### config.mk
export PLATFORM = sky130hd
export DESIGN_NAME = actmon_bank
export DESIGN_NICKNAME = d
export VERILOG_FILES = /design/src/rtl/actmon_bank.sv
export SDC_FILE = /design/constraint.sdc
export NUM_CORES = 2
export LEC_CHECK = 0
export ABC_AREA = 1
export BUFFER_PORTS_ARGS = -buffer_cell sky130_fd_sc_hd__buf_2
export CORE_MARGIN = 3
export CORE_UTILIZATION = 25
export DETAILED_ROUTE_END_ITERATION = 8
export GPL_TIMING_DRIVEN = 0
export PLACE_DENSITY = 0.41
export SETUP_SLACK_MARGIN = 0.4
export SYNTH_ARGS = -nofsm -noshare
export SYNTH_HDL_FRONTEND = slang
export SYNTH_SLANG_ARGS = --single-unit
### constraint.sdc
create_clock -name clk -period 2.7 [get_ports clk]
set_input_delay 0.81 -clock clk [delete_from_list [all_inputs] [get_ports clk]]
set_output_delay 0.81 -clock clk [all_outputs]
set_load 0.02 [all_outputs]
### src/rtl/actmon_bank.sv
module actmon_bank #(
  parameter int CW   = 64,
  parameter int NAUX = 16
) (
  input  logic            clk,
  input  logic            rst_n,
  input  logic            idle,
  input  logic            ref_tick,
  input  logic            ev_retire,
  input  logic            ev_stall,
  input  logic [NAUX-1:0] aux_ev,
  input  logic            en_we,
  input  logic            en_grp,
  input  logic [15:0]     en_wdata,
  input  logic            acc_req,
  input  logic            acc_we,
  input  logic            acc_grp,
  input  logic [3:0]      acc_idx,
  input  logic [CW-1:0]   acc_wdata,
  input  logic            acc_user,
  input  logic            user_acc_en,
  output logic            rd_valid,
  output logic [CW-1:0]   rd_data,
  output logic            trap,
  output logic [3:0]      ovf_fix,
  output logic [NAUX-1:0] ovf_aux
);
  localparam int NFIX = 4;
  localparam int IW   = 4;

  logic [CW-1:0]   fix_q [NFIX];
  logic [CW-1:0]   aux_q [NAUX];
  logic [NFIX-1:0] fen_q;
  logic [NAUX-1:0] aen_q;
  logic [NFIX-1:0] fix_ev;
  logic [CW-1:0]   rd_mux;

  wire denied  = acc_req && acc_user && !user_acc_en;
  wire granted = acc_req && !denied;
  wire wr_go   = granted && acc_we;
  wire rd_go   = granted && !acc_we;

  assign fix_ev = {ev_stall, ev_retire, ref_tick, 1'b1};

  always_ff @(posedge clk or negedge rst_n) begin
    if (!rst_n) begin
      fen_q <= '0;
      aen_q <= '0;
    end else if (en_we) begin
      if (!en_grp) fen_q <= en_wdata[NFIX-1:0];
      else         aen_q <= en_wdata[NAUX-1:0];
    end
  end

  for (genvar i = 0; i < NFIX; i++) begin : g_fix
    wire wsel = wr_go && !acc_grp && acc_idx == IW'(i) && fen_q[i];
    wire inc  = fen_q[i] && !idle && fix_ev[i];
    always_ff @(posedge clk or negedge rst_n) begin
      if (!rst_n) begin
        fix_q[i]   <= '0;
        ovf_fix[i] <= 1'b0;
      end else begin
        ovf_fix[i] <= 1'b0;
        if (wsel) fix_q[i] <= acc_wdata;
        else if (inc) begin
          fix_q[i]   <= fix_q[i] + CW'(1);
          ovf_fix[i] <= &fix_q[i];
        end
      end
    end


    fix_idle_chk: assert property (@(posedge clk) disable iff (!rst_n)
      idle && !(acc_req && acc_we) |=> $stable(fix_q[i]));

    fix_hold_chk: assert property (@(posedge clk) disable iff (!rst_n)
      !fen_q[i] && !(en_we && !en_grp) |=> $stable(fix_q[i]));

    fix_wrap_chk: assert property (@(posedge clk) disable iff (!rst_n)
      ovf_fix[i] |-> fix_q[i] == '0);
  end

  for (genvar k = 0; k < NAUX; k++) begin : g_aux
    wire wsel = wr_go && acc_grp && acc_idx == IW'(k) && aen_q[k];
    wire inc  = aen_q[k] && !idle && aux_ev[k];
    always_ff @(posedge clk or negedge rst_n) begin
      if (!rst_n) begin
        aux_q[k]   <= '0;
        ovf_aux[k] <= 1'b0;
      end else begin
        ovf_aux[k] <= 1'b0;
        if (wsel) aux_q[k] <= acc_wdata;
        else if (inc) begin
          aux_q[k]   <= aux_q[k] + CW'(1);
          ovf_aux[k] <= &aux_q[k];
        end
      end
    end


    aux_idle_chk: assert property (@(posedge clk) disable iff (!rst_n)
      idle && !(acc_req && acc_we) |=> $stable(aux_q[k]));

    aux_wrap_chk: assert property (@(posedge clk) disable iff (!rst_n)
      ovf_aux[k] |-> aux_q[k] == '0);
  end

  always_comb begin
    rd_mux = '0;
    if (!acc_grp) begin
      for (int i = 0; i < NFIX; i++)
        if (acc_idx == IW'(i) && fen_q[i]) rd_mux = fix_q[i];
    end else begin
      for (int k = 0; k < NAUX; k++)
        if (acc_idx == IW'(k) && aen_q[k]) rd_mux = aux_q[k];
    end
  end

  always_ff @(posedge clk or negedge rst_n) begin
    if (!rst_n) begin
      rd_valid <= 1'b0;
      rd_data  <= '0;
      trap     <= 1'b0;
    end else begin
      rd_valid <= rd_go;
      rd_data  <= rd_go ? rd_mux : '0;
      trap     <= denied;
    end
  end


  trap_raise_chk: assert property (@(posedge clk) disable iff (!rst_n)
    acc_req && acc_user && !user_acc_en |=> trap && !rd_valid);

  trap_excl_chk: assert property (@(posedge clk) disable iff (!rst_n)
    trap |-> !rd_valid);

  rd_strobe_chk: assert property (@(posedge clk) disable iff (!rst_n)
    acc_req && !acc_we && !(acc_user && !user_acc_en) |=> rd_valid);

  rd_quiet_chk: assert property (@(posedge clk) disable iff (!rst_n)
    !acc_req |=> !rd_valid && !trap);
endmodule

==> impl_metrics.json <==
{
  "status": "finished with violations",
  "violations": "negative hold slack, max-capacitance violations, max-slew violations, negative setup slack",
  "syn_nets": 13361,
  "avgViaCountPerCell": 5.628,
  "post_dp_cell_area_sq_um": 107800,
  "start_util_pct": 25.20,
  "synth-async-reset-ratio_pct": 100.0,
  "area_growth_pct": 39.37,
  "final_cell_mix": "nand2_1, inv_1, dfrtp_1",
  "total_power_mw": 90.84,
  "postRouteAntennaNets": 0,
  "final_common_cell": "nand2_1",
  "gp_congestion": 1.034,
  "min_path_type": "input port to asynchronous set/reset pin",
  "antenna_found_initial": 72,
  "clockRootBuffer": "clkbuf_16",
  "power_frac_seq_pct": 37.7,
  "irDropWorstVdd_v": 0.0004800,
  "reg2reg_to": "rd_data[54]",
  "routed_wl_um": 667800,
  "period_needed_ps": 3705,
  "drt_iter0_drc": 14575,
  "remaining_drc_errors": 0,
  "clk_latency_ps": 940,
  "multi_input_area_sq_um": 66950,
  "p_clk_share_pct": 29.9,
  "hold_ws_ps": -200.1,
  "wl_per_cell_um": 33.30,
  "leakage_nw": 56.09,
  "globalRouteOverflowTotal": 0,
  "die_w_um": 631.0,
  "synth-edff-count": 0,
  "synth_top_flop_cell": "dfrtp_1",
  "r2r_start": "aen_q[2]",
  "rows": 228,
  "power_frac_comb_pct": 32.4,
  "drive_gt1_share_pct": 26.93,
  "grt_pass1_wl_um": 893100,
  "io_buffers": 193,
  "clock_skew_ps": 40.71,
  "cts_buffers": 190,
  "grt_max_degree": 143,
  "grt_pass1_vias": 103412,
  "yosys_register_bits": 1386,
  "syn_avg_cell_area_sq_um": 7.382,
  "switching_share_pct": 42.65,
  "ctsLongestPathBuffers": 4,
  "rrSetupSlack_ps": -1000,
  "io_pins": 199,
  "nets": 14819,
  "power_density_nw_per_um2": 667.5,
  "cts-htree-levels": 4,
  "p_int_mw": 52.10,
  "cap_violations": 1,
  "die_area_sq_um": 398100,
  "yosysWarnings": 0,
  "critPathRequiredTime_ps": 3430,
  "grt_use_total_pct": 32.01,
  "fill_cells": 41455,
  "seq_area_sq_um": 34780,
  "netlist_instances": 13228,
  "die_y_um": 631.0,
  "yosysSeqAreaShare_pct": 35.52,
  "tightest_slew_ps": 1522,
  "path_max_fanout": 10,
  "clk_pin_slew_ps": 60,
  "finalCritPeriodShare_pct": 137.2,
  "dpl.hpwl_um": 516600,
  "slew_violations": 11,
  "firstDrtPassIters": 8,
  "stdcell_area_sq_um": 136100,
  "power.switching_mw": 38.74,
  "crit_path_end_kind": "flip-flop",
  "core_sq_um": 387400,
  "ff2ff_path_depth": 12,
  "synth_cell_types": 61,
  "worstSetupPathType": "input port to flip-flop",
  "max_freq_ghz": 0.2699,
  "slew_headroom_pct": -2.080,
  "num_vias": 112877,
  "hold_viol": 93,
  "finalWorstSetupSlack_ps": -1005,
  "tritoncts": "yes",
  "rsz0062_at_grt": "true",
  "synth_area_sq_um": 97640,
  "finalSetupViolations": 107,
  "cp-start-kind": "input port",
  "cp.arrival_ps": 4430,
  "cts_sinks": 1386
}
-- cells by family (layout without fill, tap and decap cells) --
group | after synthesis | count (layout) | share of synthesized area [%]
and+or+nand+nor | 6226 | 6226 | 29.62
buffers and inverters | 2268 | 3872 | 8.839
AOI/OAI and AO/OA | 2240 | 2240 | 16.01
DFF | 1386 | 1386 | 35.52
xor gates and xnor gates | 1088 | 1088 | 9.759
adders and majority gates | 20 | 20 | 0.2563
other | 0 | 48 | 0
-- cell type report --
class | instances | area share, %
Buffer | 646 | 2.592
Inverter | 1622 | 4.600
Tap cell | 5175 | 4.758
Sequential cell | 1386 | 25.56
Clock inverter | 59 | 0.5397
Multi-Input combinational cell | 9574 | 49.20
Timing Repair Buffer | 1266 | 8.585
Antenna cell | 48 | 0.08826
Clock buffer | 279 | 4.081
-- power groups by stage --
stage	clock network (mW)	registers, mW	logic, mW
after floorplan	0	31.1	15.4
after global placement	0	33.9	23.5
after detailed placement	0	33.7	23.9
after CTS	27.4	33.8	26.3
after global routing	28.1	34.8	31.5
final	27.2	34.3	29.4
-- critical path, cell delays in order --
cell,delay (ps)
buf_4,230
nor2_4,110
buf_4,150
nand3_2,190
nor2_4,60
buf_4,190
clkbuf_2,250
nand2_1,120
nand4_1,390
o21ai_4,310
nand4_1,330
a21oi_4,300
nand4_1,370
a21oi_4,390
a31oi_4,170
-- registers in the layout, summed over array words and instances, names as in the netlist --
signal,cells
ovf_aux,16
fix_q,256
fen_q,4
rd_valid,1
rd_data,64
aux_q,1024
aen_q,16
ovf_fix,4
trap,1
-- metal layers --
layer / routed length, um / GRT usage (%)
met4: 48370 / 18.65
met1: 277800 / 43.03
met2: 279300 / 46.80
met3: 62190 / 7.193
met5: 190 / 0
-- per-stage QoR --
stage / hold slack, ps / worst slack (ps) / setup TNS (ps) / util (%) / std cells
after floorplan: 453.0 / 306.2 / 0 / - / 13228
after global placement: 468.7 / -35590 / - / 27.22 / 18596
after detailed placement: 476.8 / -3652 / -2349190 / 27.82 / 18692
after CTS: -200.7 / -915.9 / -74860 / 32.09 / 19374
after global routing: -166.7 / -820.4 / -44210 / 35.11 / 20022
final: -200.1 / -1005 / -43100 / 35.13 / 20055
-- worst max path at each step --
| stage | from | to | slack [ps] | depth (start not counted) |
|---|---|---|---|---|
| 6_report | acc_idx[3] | rd_data[54] | -1010 | 15 |
| 5_1_grt | aen_q[2] | rd_data[62] | -820 | 13 |
| 4_1_cts | aen_q[2] | rd_data[62] | -920 | 13 |
| 3_5_place_dp | acc_idx[2] | rd_data[43] | -3650 | 16 |
| 3_3_place_gp | rst_n | fix_q[230] | -35590 | 1 |
| 2_1_floorplan | acc_idx[2] | aux_q[823] | 310 | 12 |
-- timing repair --
action / 4_1_cts / 5_1_grt
cloned: 6 / 1
hold endpoints to repair: 93 / 93
gates resized for setup: 1737 / 1633
setup buffers: 338 / 632
setup endpoints to repair: 1790 / 1511
pin swaps: 420 / 779
-- Yosys cell counts (all sizes together), types with 7 or more instances --
library cell,count,area [sq um]
nand2,3089,11680
inv,1592,5976
dfrtp,1386,34680
nor2,1150,4810
o221ai,936,8204
xor2,928,8128
nor3,656,3751
o21ai,564,2823
clkbuf,525,1971
nand3,498,2663
nand4,395,2685
a21oi,382,1912
nor4,321,2392
o211ai,187,1404
xnor2,160,1401
buf,121,571.8
o2111ai,49,429.2
o22ai,48,300.3
clkinv,30,112.6
nand3b,29,255.3
a31oi,28,175.2
and3,27,168.9
ha,20,250.2
o311ai,17,148.9
or2,16,105.1
nor3b,15,132.6
a221oi,12,105.1
nor4b,12,142.6
a22oi,9,67.56
or3,7,43.79
Power figures use the tool's default switching activity.
